### src/rtl/tdsc_pkg.sv
package tdsc_pkg;
  // word geometry; numbered bit 0 is the most significant bit
  localparam int WORD_W = 16;
  localparam int NLINES = 3;

  // line indices
  localparam int LN_FAULT = 0;
  localparam int LN_PERR  = 1;
  localparam int LN_SEL   = 2;

  // lines whose error condition is the low level
  localparam logic [NLINES-1:0] ERR_WHEN_LOW = 3'b100;

  // numbered positions in the status word
  localparam int NUM_READY     = 0;
  localparam int NUM_FIRST_ERR = 12;
  localparam int NUM_RSVD      = 15;

  function automatic int word_pos(input int num);
    return WORD_W - 1 - num;
  endfunction

  function automatic logic [WORD_W-1:0] err_mask();
    logic [WORD_W-1:0] m;
    m = '0;
    for (int i = 0; i < NLINES; i++) m[word_pos(NUM_FIRST_ERR + i)] = 1'b1;
    return m;
  endfunction
endpackage

### src/rtl/tdsc_sync.sv
module tdsc_sync #(
  parameter int W = 3,
  parameter int STAGES = 2,
  parameter logic [W-1:0] IDLE = '0
) (
  input  logic         clk,
  input  logic         rst_n,
  input  logic [W-1:0] async_in,
  output logic [W-1:0] sync_out
);
  logic [STAGES-1:0][W-1:0] chain;
  logic armed;

  always_ff @(posedge clk or negedge rst_n) begin
    if (!rst_n) begin
      for (int g = 0; g < STAGES; g++) chain[g] <= IDLE;
    end else begin
      chain[0] <= async_in;
      for (int g = 1; g < STAGES; g++) chain[g] <= chain[g-1];
    end
  end

  always_ff @(posedge clk or negedge rst_n) begin
    if (!rst_n) armed <= 1'b0;
    else        armed <= 1'b1;
  end

  assign sync_out = chain[STAGES-1];

  // the last stage follows the one before it by exactly one edge
  a_r6_stage_delay: assert property (@(posedge clk) disable iff (!rst_n)
    armed |-> (chain[STAGES-1] == $past(chain[STAGES-2])));
endmodule

### src/rtl/tdsc_window.sv
module tdsc_window #(
  parameter int N = 3
) (
  input  logic         clk,
  input  logic         rst_n,
  input  logic         buf_start,
  input  logic         buf_end,
  input  logic [N-1:0] err_now,
  output logic         open,
  output logic         fire,
  output logic [N-1:0] err_seen
);
  logic open_q;
  logic [N-1:0] flag_q;

  always_ff @(posedge clk or negedge rst_n) begin
    if (!rst_n)                    open_q <= 1'b0;
    else if (buf_start && !buf_end) open_q <= 1'b1;
    else if (buf_end)              open_q <= 1'b0;
  end

  assign open = open_q;
  assign fire = buf_end && (open_q || buf_start);

  for (genvar i = 0; i < N; i++) begin : g_line
    logic base;
    assign base        = buf_start ? 1'b0 : flag_q[i];
    assign err_seen[i] = base | err_now[i];

    always_ff @(posedge clk or negedge rst_n) begin
      if (!rst_n)                    flag_q[i] <= 1'b0;
      else if (buf_start || open_q)  flag_q[i] <= err_seen[i];
    end

    // a flag once set stays set until the window restarts
    a_r1_sticky: assert property (@(posedge clk) disable iff (!rst_n)
      (open_q && !buf_start && !buf_end && flag_q[i]) |=> flag_q[i]);
  end

  // a start without an end leaves the window open
  a_r10_start_opens: assert property (@(posedge clk) disable iff (!rst_n)
    (buf_start && !buf_end) |=> open_q);

  // a start together with an end leaves the window closed
  a_r9_same_cycle_closed: assert property (@(posedge clk) disable iff (!rst_n)
    (buf_start && buf_end) |=> !open_q);
endmodule

### src/rtl/tdsc_format.sv
module tdsc_format
  import tdsc_pkg::*;
(
  input  logic              clk,
  input  logic              rst_n,
  input  logic              fire,
  input  logic [NLINES-1:0] err_seen,
  output logic              wb_valid,
  output logic [WORD_W-1:0] wb_word
);
  logic [WORD_W-1:0] word_d;

  always_comb begin
    word_d = '0;
    for (int i = 0; i < NLINES; i++) word_d[word_pos(NUM_FIRST_ERR + i)] = err_seen[i];
    word_d[word_pos(NUM_READY)] = 1'b0;
    word_d[word_pos(NUM_RSVD)]  = 1'b0;
  end

  always_ff @(posedge clk or negedge rst_n) begin
    if (!rst_n) begin
      wb_valid <= 1'b0;
      wb_word  <= '0;
    end else begin
      wb_valid <= fire;
      if (fire) wb_word <= word_d;
    end
  end

  // only the three error bits may ever be set in a write-back
  a_r4_fixed_zero: assert property (@(posedge clk) disable iff (!rst_n)
    wb_valid |-> ((wb_word & ~err_mask()) == '0));

  // the word is held steady between write-backs
  a_r7_word_hold: assert property (@(posedge clk) disable iff (!rst_n)
    !fire |=> $stable(wb_word));
endmodule

### src/rtl/txbd_status_capture.sv
module txbd_status_capture
  import tdsc_pkg::*;
#(
  parameter int SYNC_STAGES = 2
) (
  input  logic              clk,
  input  logic              rst_n,
  input  logic              buf_start,
  input  logic              buf_end,
  input  logic              fault_line,
  input  logic              paper_err_line,
  input  logic              select_line,
  output logic              wb_valid,
  output logic [WORD_W-1:0] wb_word
);
  logic [NLINES-1:0] raw_lines;
  logic [NLINES-1:0] synced;
  logic [NLINES-1:0] err_now;
  logic [NLINES-1:0] err_seen;
  logic              win_open;
  logic              fire;

  assign raw_lines[LN_FAULT] = fault_line;
  assign raw_lines[LN_PERR]  = paper_err_line;
  assign raw_lines[LN_SEL]   = select_line;

  tdsc_sync #(.W(NLINES), .STAGES(SYNC_STAGES), .IDLE(ERR_WHEN_LOW)) u_sync (
    .clk(clk), .rst_n(rst_n), .async_in(raw_lines), .sync_out(synced));

  assign err_now = synced ^ ERR_WHEN_LOW;

  tdsc_window #(.N(NLINES)) u_win (
    .clk(clk), .rst_n(rst_n), .buf_start(buf_start), .buf_end(buf_end),
    .err_now(err_now), .open(win_open), .fire(fire), .err_seen(err_seen));

  tdsc_format u_fmt (
    .clk(clk), .rst_n(rst_n), .fire(fire), .err_seen(err_seen),
    .wb_valid(wb_valid), .wb_word(wb_word));

  // a write-back always follows an end strobe by one edge
  a_r7_after_end: assert property (@(posedge clk) disable iff (!rst_n)
    wb_valid |-> $past(buf_end));

  // an end with no open window and no start is dropped
  a_r8_idle_end: assert property (@(posedge clk) disable iff (!rst_n)
    (buf_end && !buf_start && !win_open) |=> !wb_valid);
endmodule

### config.mk
export PLATFORM = sky130hd
export DESIGN_NAME = txbd_status_capture
export DESIGN_NICKNAME = d
export VERILOG_FILES = /design/src/rtl/tdsc_pkg.sv /design/src/rtl/tdsc_sync.sv /design/src/rtl/tdsc_window.sv /design/src/rtl/tdsc_format.sv /design/src/rtl/txbd_status_capture.sv
export SDC_FILE = /design/constraint.sdc
export NUM_CORES = 1
export LEC_CHECK = 0
export BUFFER_PORTS_ARGS = -buffer_cell sky130_fd_sc_hd__buf_4
export CAP_MARGIN = 20
export CORE_AREA = 5 5 42 44
export CTS_BUF_LIST = sky130_fd_sc_hd__clkbuf_16
export DETAILED_ROUTE_END_ITERATION = 10
export DIE_AREA = 0 0 47 49
export GPL_ROUTABILITY_DRIVEN = 0
export HOLD_SLACK_MARGIN = 0.06
export PLACE_DENSITY = 0.81
export SLEW_MARGIN = 20
export SYNTH_ARGS = -nofsm -noshare
export SYNTH_HDL_FRONTEND = slang
export SYNTH_SLANG_ARGS = --single-unit
export TNS_END_PERCENT = 30
### constraint.sdc
create_clock -name clk -period 1.6 [get_ports clk]
set_input_delay 0 -clock clk [delete_from_list [all_inputs] [get_ports clk]]
set_output_delay 0 -clock clk [all_outputs]
set_load 0.01 [all_outputs]
Word-level counts from Yosys, hierarchy flattened
Cells that the tools add are included.
{"block": "op_classes", "div": 0, "shift": 0, "order_cmp": 0, "bitwise_logic": 4, "eq_ne": 0, "n_mux": 5, "n_mul": 0, "n_addsub": 0, "reduce_logical": 5}
{"op": "$mux 1", "count": 5}
{"op": "$or 1x1->1", "count": 3}
{"op": "$logic_and 1x1->1", "count": 2}
{"op": "$reduce_bool 2->1", "count": 1}
{"op": "$logic_not 1->1", "count": 1}
{"op": "$logic_or 1x1->1", "count": 1}
{"op": "$not 1->1", "count": 1}
{"block": "word_totals", "latch_bits": 0, "reg_bits": 14, "input_bits": 7, "memories": 0, "ramBits": 0, "rom_bits": 0}

Logic depth before layout (Yosys ltp)
Gate-level depths: netlist of run 1.
{"block": "logic_depth", "word_depth": 3, "mapped_depth": 4}

By module
Synthesis of run 1 repeated with hierarchy kept, for this count alone.
{"block": "unflattened", "cells_unflattened": 50, "hier_area_um2": 591.8}
{"module": "tdsc_format", "cells_per_inst": 21, "seq_area_each_um2": 100.1, "area_per_inst_um2": 235.2, "instances": 1}
{"module": "tdsc_window", "cells_per_inst": 19, "seq_area_each_um2": 100.1, "area_per_inst_um2": 177.7, "instances": 1}
{"module": "tdsc_sync", "cells_per_inst": 9, "seq_area_each_um2": 152.6, "area_per_inst_um2": 175.2, "instances": 1}
{"module": "txbd_status_capture", "cells_per_inst": 1, "seq_area_each_um2": 0.0, "area_per_inst_um2": 3.8, "instances": 1}

Worst setup path after synthesis of run 1
No wires, ideal clock.
{"block": "synth_path", "kind": "register to register", "from": "register u_win.open_q, in the netlist u_win.open", "to": "register u_fmt.wb_word[3]", "arrival_ns": 0.768, "stages_incl_launch_ff": 3, "synth_period_minus_slack_ns": 0.894, "setup_ns": 0.126, "path_buffers": 0, "required_ns": 1.474, "path_slack_ns": 0.706, "cell_sequence": "dfrtp_1 -> a21oi_1 -> o32a_1"}
{"block": "synth_via", "elab_chain_len": 2}
{"item": "start, declared", "line_no": "tdsc_window.sv:13", "text": "logic open_q;"}
{"item": "start signal, assigned", "line_no": "tdsc_window.sv:17", "text": "if (!rst_n) open_q <= 1'b0;"}
{"item": "start signal, assigned", "line_no": "tdsc_window.sv:18", "text": "else if (buf_start && !buf_end) open_q <= 1'b1;"}
{"item": "start signal, assigned", "line_no": "tdsc_window.sv:19", "text": "else if (buf_end) open_q <= 1'b0;"}
{"item": "$logic_or 1x1->1", "line_no": "tdsc_window.sv:23", "text": "assign fire = buf_end && (open_q || buf_start);"}
{"item": "$logic_and 1x1->1", "line_no": "tdsc_window.sv:23"}
{"item": "end signal, assigned", "line_no": "tdsc_format.sv:26", "text": "if (fire) wb_word <= word_d;"}
{"item": "end, declared", "line_no": "tdsc_format.sv:9", "text": "output logic [WORD_W-1:0] wb_word"}
No other way between the ends.
A chain may end at the register's enable or synchronous reset.

Final worst setup path of run 1
{"block": "layout_path", "from": "input buf_start", "to": "register u_fmt.wb_word[1]"}
{"block": "layout_via", "elab_chain_len": 2}
{"item": "start, declared", "line_no": "txbd_status_capture.sv:8", "text": "input logic buf_start,"}
{"item": "$logic_or 1x1->1", "line_no": "tdsc_window.sv:23"}
{"item": "$logic_and 1x1->1", "line_no": "tdsc_window.sv:23"}
{"item": "named net fire", "line_no": "txbd_status_capture.sv:21", "text": "logic fire;"}
The timed path passes the listed nets, and every way through them passes these cells.

==> results by group, run 1 <==
Outcome
  – Run status: finished clean

Finish
  – Area Overhead vs Synth: 29.31%
  – Final Cell Area: 750.7 µm²
  – Nets: 74
  – Fraction of layout cells with a size suffix above 1: 0.2727
  – Antenna diode count: 0

Logic synthesis
  – Post-synthesis mux area share: 0
  – #FFs+latches synth: 14
  – Synth area leaders: dfrtp_1 (52%), buf_4 (17%), dfstp_2 (9.1%)
  – Compound-Gate Fraction of Synth Area: 0.1207
  – Main synth FF type: dfrtp_1
  – Post-synthesis sequential area ratio: 0.6078
  – Post-synth cell types: 15
  – Adder-Cell Fraction of Synth Area: 0
  – EDFF count, synth: 0
  – Ys Warns: 0
  – Mapped cell area: 580.6 µm²
  – Commonest cells in the netlist: buf_4 (13), dfrtp_1 (12), o21ai_0 (4), a21oi_1 (3), inv_1 (3)
  – Largest family of logic cells by synthesized area: buffers and inverters
  – XOR/XNOR Fraction of Synth Area: 0
  – Cell count after synthesis: 48
  – Leading area contributor after synthesis: dfrtp_1
  – Simple-gate share of the synthesized area: 0.05172
  – Top-count cell post-synth: buf_4
  – Async set or reset register ratio after synthesis: 1.000
  – Top-area cell type share of the netlist area: 0.5172
  – Syn avg cell area: 12.09 µm²

Clock network
  – Cts hold-fix bufs: 6
  – TritonCTS clock tree: built
  – Clock transition at path regs: 0.05 ns
  – H-tree depth: 1
  – Clk_lat worst skew: 0.24 ns
  – Number of buffers created by CTS: 3
  – Max Root-Sink Buffers: 2
  – Post-CTS Setup Inserts: 0
  – CTS Sinks: 14
  – Root Driver: clkbuf_16
  – Post_cts resized: 0

Floorplan
  – Number of placement rows: 14
  – Initial Util: 0.4143
  – Die X: 47 µm
  – Die area: 2303 µm²
  – Die height: 49 µm
  – Ports: 24
  – Core area: 1401 µm²

Route
  – Wirelength, routed: 837 µm
  – Routed vias: 346
  – WL/cell: 10.21 µm
  – Vias/cell: 4.220
  – Initial detailed-routing violation count: 2
  – Post-route ant nets: 0
  – DRC: 0
  – Drt pass-1 iters: 2

Placed design
  – DP Area: 611.8 µm²
  – Place WS: 0.6274 ns
  – DP HPWL: 637 µm
  – IO Port Bufs: 10

STA
  – Fmax achieved: 1.006 GHz
  – Tcrit/Tclk final: 0.6212
  – RSZ-0062 raised after global routing: false
  – Setup skew after layout: 0.003880 ns
  – Fin worst setup slack: 0.6061 ns
  – Final worst path period need: 0.9939 ns
  – Fin. Hold Viols: 0
  – Final setup vio count: 0
  – Slew Limit Fails: 0
  – Setup TNS: 0 ns

GRT
  – GRT overflow: 0
  – Vias in the first global route: 322
  – GRT Util Overall: 0.08465
  – Antenna violations before repair: 0
  – First-pass GRT wire length: 1380 µm
  – Largest net degree at the start of global routing: 15

Worst setup path
  – Critical path startpoint category: input pin
  – Critical path class: in2reg
  – Crit path DAT: 1.11 ns
  – Setup crit end kind: flop
  – Max FO, Critical Path: 9
  – R2R setup slack: 0.62 ns
  – Worst EP required: 1.72 ns
  – Worst R2R Path Depth: 2

Power
  – Leak: 0.3637 nW
  – Pwr/cell area: 1287 nW/µm²
  – Peak VDD IR: 0.0007228 V
  – Final Power: 0.9664 mW

Run
  – Max-cap violation count: 0

Worst hold path
  – Worst hold path class: in2async
## power by group
group	switching [mW]	internal [mW]
Combinational	0.0553	0.0503
Clock	0.131	0.329
Sequential	0.0143	0.386
## routing by layer
layer / GRT usage / up-vias / routed length [µm]
li1: - / 164 / -
met1: 0.1072 / 161 / 287
met2: 0.1154 / 19 / 438
met3: 0.03321 / 2 / 95
met4: 0.05530 / 0 / 15
met5: 0 / - / 0
## metrics by stage
step             util  instances  hold slack [ns]
3_5_place_dp   0.4366         72          -0.1456
5_1_grt        0.5357         82           0.1901
6_report       0.5357         82           0.1483
3_3_place_gp   0.4366         72          -0.1469
4_1_cts        0.5357         82           0.1378
2_1_floorplan       -         60          -0.2956
## registers in the layout, summed over array words and instances (netlist names)
register,cells
u_fmt.wb_word,3
u_sync.chain,3
u_sync.sync_out,3
u_win.flag_q,3
u_fmt.wb_valid,1
u_win.open,1
## critical path, cell delays in order
cell           delay, ns
dlygate4sd3_1       0.54
buf_4               0.17
nor2_4              0.15
nor2_4              0.05
o22a_1              0.19
## worst paths after layout
check	from	to
worst max-delay path	buf_start	u_fmt.wb_word[1]
worst min-delay path	rst_n	u_sync.chain[0]
worst max register to register	u_win.open	u_fmt.wb_word[2]
worst min register to register	u_sync.chain[0]	u_sync.sync_out[0]
max in group asynchronous	rst_n	u_sync.sync_out[2]
min in group clk	u_sync.chain[0]	u_sync.sync_out[0]
## kinds of logic (layout without fill, tap and decap cells)
group | Yosys count | in the layout
other cells | 1 | 13
flops | 14 | 14
simple gates | 4 | 4
buf+inv | 18 | 24
compound gates | 11 | 11
## layout make-up
| type | count | area [µm²] |
|---|---|---|
| multi-input cells | 28 | 148.9 |
| inverters | 4 | 15.01 |
| repair buffers | 16 | 135.1 |
| clock inverters | 1 | 3.754 |
| well taps | 16 | 20.02 |
| clock buffers | 3 | 75.07 |
| flip-flops and latches | 14 | 352.8 |
| fillers | 116 | 650.6 |
## layout by cell type (no fill, tap or decap), drive strengths merged
cell,netlist,final
nor2,3,3
dfstp,2,2
buf,14,10
o22a,1,1
nand2,1,1
clkbuf,0,3
a21oi,3,3
dfrtp,12,12
inv,4,5
dlygate4sd3,0,6
conb,1,13
o22ai,1,1
o21ai,4,4
o32a,2,2
Power figures use the tool's default switching activity.
==> inputs of run 2 (changes only) <==
--- a/config.mk
+++ b/config.mk
@@ -5,12 +5,13 @@
 export SDC_FILE = /design/constraint.sdc
 export NUM_CORES = 1
 export LEC_CHECK = 0
+export ABC_AREA = 1
 export BUFFER_PORTS_ARGS = -buffer_cell sky130_fd_sc_hd__buf_4
 export CAP_MARGIN = 20
-export CORE_AREA = 5 5 42 44
+export CORE_MARGIN = 5
+export CORE_UTILIZATION = 44
 export CTS_BUF_LIST = sky130_fd_sc_hd__clkbuf_16
 export DETAILED_ROUTE_END_ITERATION = 10
-export DIE_AREA = 0 0 47 49
 export GPL_ROUTABILITY_DRIVEN = 0
 export HOLD_SLACK_MARGIN = 0.06
 export PLACE_DENSITY = 0.81
==> constraint.sdc (replaced) <==
create_clock -name clk -period 0.95 [get_ports clk]
set_input_delay 0 -clock clk [delete_from_list [all_inputs] [get_ports clk]]
set_output_delay 0 -clock clk [all_outputs]
set_load 0.01 [all_outputs]
==> run 2 against run 1 <==
Against the previous run: die area down 7.9%; synthesized cell count up 13%; cell area down 1.2%; first-iteration DRC count up 50%; synthesized area down 1.5%; sequential power up 69%; global-route usage up 3.2 points; critical path type is now reg2reg; largest cell class unchanged.
==> results by group, run 2 <==
Power
  – Clock power share: 0.476 (about the same)
  – Seq pwr share: 0.413 (was 0.414)
  – Cell Int Power: 1.286 mW (was 0.7654 mW)
  – Leak: 0.3887 nW (was 0.3637 nW)
  – Peak VDD IR: 0.001667 V (was 0.0007228 V)
  – Final Power: 1.632 mW (was 0.9664 mW)
  – Pwr/cell area: 2200 nW/µm² (was 1287 nW/µm²)
  – Net Sw Power: 0.3465 mW (was 0.2010 mW)
  – Sw Share: 0.2123 (was 0.2080)
  – Combinational Power Share: 0.111 (was 0.109)

Clock network
  – Clk_lat worst skew: 0.24 ns (about the same)
  – Number of buffers created by CTS: 3 (unchanged)
  – Max Root-Sink Buffers: 2 (unchanged)
  – Clock transition at path regs: 0.04 ns (was 0.05 ns)
  – Post_cts resized: 0 (unchanged)
  – H-tree depth: 1 (unchanged)
  – TritonCTS clock tree: built (unchanged)
  – CTS Sinks: 14 (unchanged)
  – Root Driver: clkbuf_16 (unchanged)

Logic synthesis
  – Cell count after synthesis: 54 (was 48)
  – Top-area cell type share of the netlist area: 0.5252 (was 0.5172)
  – Mapped cell area: 571.8 µm² (was 580.6 µm²)
  – Ys Warns: 0 (unchanged)
  – Async set or reset register ratio after synthesis: 1.000 (unchanged)
  – Post-synth cell types: 11 (was 15)
  – #FFs+latches synth: 14 (unchanged)
  – Syn avg cell area: 10.59 µm² (was 12.09 µm²)
  – Commonest cells in the netlist: nand2_1 (15), buf_4 (13), dfrtp_1 (12), inv_1 (3), o21ai_1 (3) (was buf_4 (13), dfrtp_1 (12), o21ai_0 (4), a21oi_1 (3), inv_1 (3))
  – Main synth FF type: dfrtp_1 (unchanged)
  – EDFF count, synth: 0 (unchanged)
  – Top-count cell post-synth: nand2_1 (was buf_4)
  – Post-synthesis sequential area ratio: 0.6171 (was 0.6078)
  – Synth area leaders: dfrtp_1 (53%), buf_4 (17%), nand2_1 (9.8%) (was dfrtp_1 (52%), buf_4 (17%), dfstp_2 (9.1%))
  – Leading area contributor after synthesis: dfrtp_1 (unchanged)

Finish
  – Antenna diode count: 0 (unchanged)
  – Final Cell Area: 742.0 µm² (was 750.7 µm²)
  – Most frequent cells in the layout: nand2_1 (15), conb_1 (13), dfrtp_1 (12) (was conb_1 (13), dfrtp_1 (12), buf_4 (10))
  – Area Overhead vs Synth: 29.76% (was 29.31%)
  – Fraction of layout cells with a size suffix above 1: 0.2500 (was 0.2727)
  – Nets: 80 (was 74)
  – Util after Layout: 0.5848 (was 0.5357)
  – Non-Filler Instances: 87 (was 82)
  – Commonest non-fill, non-tap cell in the layout: nand2_1 (was conb_1)

STA
  – Setup TNS: 0 ns (unchanged)
  – Fin. Hold Viols: 0 (unchanged)
  – Tcrit/Tclk final: 0.8878
  – Fmax achieved: 1.186 GHz
  – Final setup vio count: 0 (unchanged)
  – Fin worst setup slack: 0.1066 ns (was 0.6061 ns)
  – Slew Limit Fails: 0 (unchanged)
  – Setup skew after layout: 0.001641 ns (was 0.003880 ns)
  – RSZ-0062 raised after global routing: false (unchanged)
  – Final worst path period need: 0.8434 ns
  – Hold WS: 0.06291 ns (was 0.1483 ns)

Worst setup path
  – Critical path class: reg2reg (was in2reg)
  – RR Endpoint: u_fmt.wb_word[2] (unchanged)
  – RR Startpoint: u_win.open (unchanged)
  – Cell Chain, Critical Path: nor2_4 -> nor2_4 -> nand2_1 -> nand2_1 (was dlygate4sd3_1 -> buf_4 -> nor2_4 -> nor2_4 -> o22a_1)
  – R2R setup slack: 0.11 ns (was 0.62 ns)
  – Crit path DAT: 0.97 ns (was 1.11 ns)
  – Critical path's slowest cell: dfrtp_1 (was dlygate4sd3_1)
  – Worst EP required: 1.08 ns (was 1.72 ns)
  – Max FO, Critical Path: 5 (was 9)
  – Critical path startpoint category: flop (was input pin)
  – Worst R2R Path Depth: 4 (was 2)
  – Setup crit end kind: flop (unchanged)
  – CP max stage delay: 0.40 ns (was 0.54 ns)

GRT
  – Antenna violations before repair: 0 (unchanged)
  – GRT overflow: 0 (unchanged)
  – GRT Util Overall: 0.1169 (was 0.08465)
  – First-pass GRT wire length: 1483 µm (was 1380 µm)
  – Largest net degree at the start of global routing: 15 (unchanged)
  – Vias in the first global route: 325 (was 322)

Placed design
  – Dpl cells: 78 (was 72)
  – IO Port Bufs: 10 (unchanged)
  – Place WS: 0.1089 ns (was 0.6274 ns)
  – DP Area: 613.1 µm² (was 611.8 µm²)

Worst hold path
  – Worst hold path class: in2reg (was in2async)
  – HP Start: buf_start
  – WHS Path Cells: 3
  – Hold worst-path end: u_win.open

Floorplan
  – Die height: 46.05 µm (was 49 µm)
  – Die X: 46.05 µm (was 47 µm)
  – Initial Util: 0.4507 (was 0.4143)
  – Die area: 2121 µm² (was 2303 µm²)
  – Ports: 24 (unchanged)
  – Number of placement rows: 13 (was 14)
  – Core area: 1269 µm² (was 1401 µm²)

Route
  – Wirelength, routed: 905 µm (was 837 µm)
  – Routed vias: 341 (was 346)
  – Drt pass-1 iters: 3 (was 2)
  – Post-route ant nets: 0 (unchanged)
  – DRC: 0 (unchanged)
  – WL/cell: 10.40 µm (was 10.21 µm)
  – Initial detailed-routing violation count: 3 (was 2)
  – Vias/cell: 3.920 (was 4.220)

Run
  – Max-cap violation count: 0 (unchanged)

Outcome
  – Run status: finished clean (unchanged)
-- run 2: final cells by class --
| type | count | area, µm² |
|---|---|---|
| Inverter | 4 | 15.01 |
| Tap cell | 15 | 18.77 |
| Timing Repair Buffer | 15 | 125.1 |
| Sequential cell | 14 | 352.8 |
| Multi-Input combinational cell | 35 | 151.4 |
| Clock buffer | 3 | 75.07 |
| Fill cell | 107 | 526.8 |
| Clock inverter | 1 | 3.754 |
-- run 2: cell families after synthesis --
| family | count (synthesis) | synth area share |
|---|---|---|
| and+or+nand+nor | 18 | 0.1444 |
| other | 1 | 0.006558 |
| buffers and inverters | 17 | 0.1969 |
| DFF | 14 | 0.6171 |
| AOI/OAI and AO/OA | 4 | 0.03499 |
-- run 2: critical path, delay by kind of cell, from the launching register on --
kind             cells  cell delay, ns
and+or+nand+nor      4            0.33
DFF                  1            0.40
-- run 2: power by group through the flow --
stage,clock network [mW],registers (mW),logic (mW)
6_report,0.777,0.674,0.181
2_1_floorplan,0,0.690,0.114
4_1_cts,0.802,0.674,0.182
3_3_place_gp,0,0.681,0.160
5_1_grt,0.835,0.681,0.204
3_5_place_dp,0,0.683,0.166
-- run 2: repair_timing --
action,CTS,global route
hold buffers,5,0
endpoints found under the hold margin,18,0
buffers inserted,0,0
-- run 2: how the worst max path moves through the flow --
stage	start	endpoint	slack, ns	cells after the start
after floorplan	u_win.open	u_fmt.wb_word[2]	0.18	4
after global placement	u_win.open	u_fmt.wb_word[2]	0.14	3
after detailed placement	u_win.open	u_fmt.wb_word[1]	0.11	4
after CTS	u_win.open	u_fmt.wb_word[2]	0.1	4
after global routing	u_win.open	u_fmt.wb_word[3]	0.04	3
final	u_win.open	u_fmt.wb_word[2]	0.11	4
-- run 2: per-layer routing --
metal / wire length (µm) / vias up / GRT usage
met2: 395 / 23 / 0.1648
li1: - / 171 / -
met5: 0 / - / 0
met3: 133 / 4 / 0.05078
met1: 327 / 143 / 0.1172
met4: 48 / 0 / 0.1364
==> inputs of run 3 (changes only) <==
--- a/config.mk
+++ b/config.mk
@@ -8,13 +8,15 @@
 export ABC_AREA = 1
 export BUFFER_PORTS_ARGS = -buffer_cell sky130_fd_sc_hd__buf_4
 export CAP_MARGIN = 20
+export CELL_PAD_IN_SITES_DETAIL_PLACEMENT = 1
+export CELL_PAD_IN_SITES_GLOBAL_PLACEMENT = 1
 export CORE_MARGIN = 5
-export CORE_UTILIZATION = 44
+export CORE_UTILIZATION = 33
 export CTS_BUF_LIST = sky130_fd_sc_hd__clkbuf_16
 export DETAILED_ROUTE_END_ITERATION = 10
 export GPL_ROUTABILITY_DRIVEN = 0
 export HOLD_SLACK_MARGIN = 0.06
-export PLACE_DENSITY = 0.81
+export PLACE_DENSITY = 0.82
 export SLEW_MARGIN = 20
 export SYNTH_ARGS = -nofsm -noshare
 export SYNTH_HDL_FRONTEND = slang
==> run 3 against run 2 <==
Against the previous run: first-iteration DRC count down 100%; register-to-register slack worse by 0.02 ns; global-route usage down 2.9 points; cell area up 0.34%; count of clock-buffer cells in the layout unchanged; utilization down 14 points.
==> results by group, run 3 (synthesis results as in run 2) <==
GRT
  – Antenna violations before repair: 0 (unchanged)
  – First-pass GRT wire length: 1649 µm (was 1483 µm)
  – Largest net degree at the start of global routing: 15 (unchanged)
  – Vias in the first global route: 412 (was 325)
  – GRT overflow: 0 (unchanged)
  – GRT Util Overall: 0.08799 (was 0.1169)

Clock network
  – CTS Sinks: 14 (unchanged)
  – Cts hold-fix bufs: 5 (unchanged)
  – Root Driver: clkbuf_16 (unchanged)
  – H-tree depth: 1 (unchanged)
  – TritonCTS clock tree: built (unchanged)
  – Max Root-Sink Buffers: 2 (unchanged)
  – Clock transition at path regs: 0.04 ns (about the same)
  – Post_cts resized: 0 (unchanged)
  – Number of buffers created by CTS: 3 (unchanged)
  – Post-CTS Setup Inserts: 0 (unchanged)
  – Clk_lat worst skew: 0.24 ns (about the same)

STA
  – Slew Limit Fails: 0 (unchanged)
  – Hold WS: 0.07498 ns (was 0.06291 ns)
  – Setup skew after layout: 0.001257 ns (was 0.001641 ns)
  – Fin worst setup slack: 0.08690 ns (was 0.1066 ns)
  – Setup TNS: 0 ns (unchanged)
  – Final setup vio count: 0 (unchanged)
  – Tcrit/Tclk final: 0.9085 (was 0.8878)
  – Final worst path period need: 0.8631 ns (was 0.8434 ns)
  – RSZ-0062 raised after global routing: false (unchanged)
  – Fin. Hold Viols: 0 (unchanged)
  – Fmax achieved: 1.159 GHz (was 1.186 GHz)

Power
  – Leak: 0.3887 nW (unchanged)
  – Peak VDD IR: 0.001189 V (was 0.001667 V)
  – Pwr/cell area: 2205 nW/µm² (was 2200 nW/µm²)

Route
  – Drt pass-1 iters: 1 (was 3)
  – Routed vias: 362 (was 341)
  – DRC: 0 (unchanged)
  – Wirelength, routed: 1055 µm (was 905 µm)
  – WL/cell: 11.85 µm (was 10.40 µm)
  – Post-route ant nets: 0 (unchanged)
  – Initial detailed-routing violation count: 0 (was 3)
  – Vias/cell: 4.067 (was 3.920)

Worst setup path
  – Crit path DAT: 0.99 ns (was 0.97 ns)
  – Worst R2R Path Depth: 4 (unchanged)
  – Critical path startpoint category: flop (unchanged)
  – Setup crit end kind: flop (unchanged)
  – Critical path class: reg2reg (unchanged)
  – Worst EP required: 1.08 ns (about the same)
  – Max FO, Critical Path: 5 (unchanged)

Floorplan
  – Number of placement rows: 15 (was 13)
  – Die height: 51.63 µm (was 46.05 µm)
  – Ports: 24 (unchanged)
  – Initial Util: 0.3385 (was 0.4507)
  – Die area: 2665 µm² (was 2121 µm²)
  – Core area: 1689 µm² (was 1269 µm²)
  – Die X: 51.63 µm (was 46.05 µm)

Placed design
  – IO Port Bufs: 10 (unchanged)
  – DP HPWL: 785.6 µm
  – Place WS: 0.1042 ns (was 0.1089 ns)

Finish
  – Nets: 80 (unchanged)
  – Area Overhead vs Synth: 30.20% (was 29.76%)
  – Antenna diode count: 0 (unchanged)
  – Most frequent cells in the layout: nand2_1 (15), conb_1 (13), dfrtp_1 (12) (unchanged)
  – Commonest non-fill, non-tap cell in the layout: nand2_1 (unchanged)
  – Number of fill cells: 197 (was 107)
  – Fraction of layout cells with a size suffix above 1: 0.2500 (unchanged)

Outcome
  – Run status: finished clean (unchanged)

Worst hold path
  – Worst hold path class: in2reg (unchanged)
  – WHS Path Cells: 3 (unchanged)

Run
  – Max-cap violation count: 0 (unchanged)
[run 3: cell counts in the layout (fill, tap and decap cells not counted)]
Identical to the previous run, type by type.
[run 3: area by class of cell]
class                           instances  area (µm²)  area share
Timing Repair Buffer                   15       125.1      0.1681
Sequential cell                        14       352.8      0.4739
Inverter                                4       15.01     0.02017
Multi-Input combinational cell         35       151.4      0.2034
Clock buffer                            3       75.07      0.1008
Tap cell                               17       21.27     0.02857
Clock inverter                          1       3.754    0.005042
[run 3: path summary, 6_finish.rpt]
kind,startpoint,end,slack (ns)
max in group asynchronous,rst_n,u_sync.chain[2],0.56
hold reg to reg,u_sync.chain[0],u_sync.sync_out[0],0.34
hold / removal,buf_start,u_win.open,0.07
setup / recovery,u_win.open,u_fmt.wb_word[1],0.09
setup reg to reg,u_win.open,u_fmt.wb_word[1],0.09
min in group asynchronous,rst_n,u_sync.chain[1],0.16
[run 3: per-layer routing]
metal,global-route usage,share of wire,up-vias
met5,0,0,-
met2,0.1525,0.50,22
met1,0.08633,0.38,165
met4,0.05240,0.020,0
li1,-,-,172
met3,0.03725,0.10,3
[run 3: worst max-delay path: stages, from the launching register on]
cell	delay, ns
dfrtp_1	0.40
nor2_4	0.17
nor2_4	0.06
nand2_1	0.07
nand2_1	0.05
[run 3: power breakdown]
group / internal [mW] / total, mW / switching [mW]
clock: 0.555 / 0.783 / 0.228
sequential: 0.652 / 0.674 / 0.0216
combinational: 0.0790 / 0.184 / 0.105
total: 1.29 / 1.64 / 0.355
[run 3: per-stage QoR]
step             util  area [µm²]  power, mW  std cells
2_1_floorplan       -       616.8     0.8033         66
3_3_place_gp   0.3644       615.6     0.8435         80
3_5_place_dp   0.3644       615.6     0.8520         80
4_1_cts        0.4407       744.5      1.654         89
5_1_grt        0.4407       744.5      1.714         89
6_report       0.4407       744.5      1.641         89
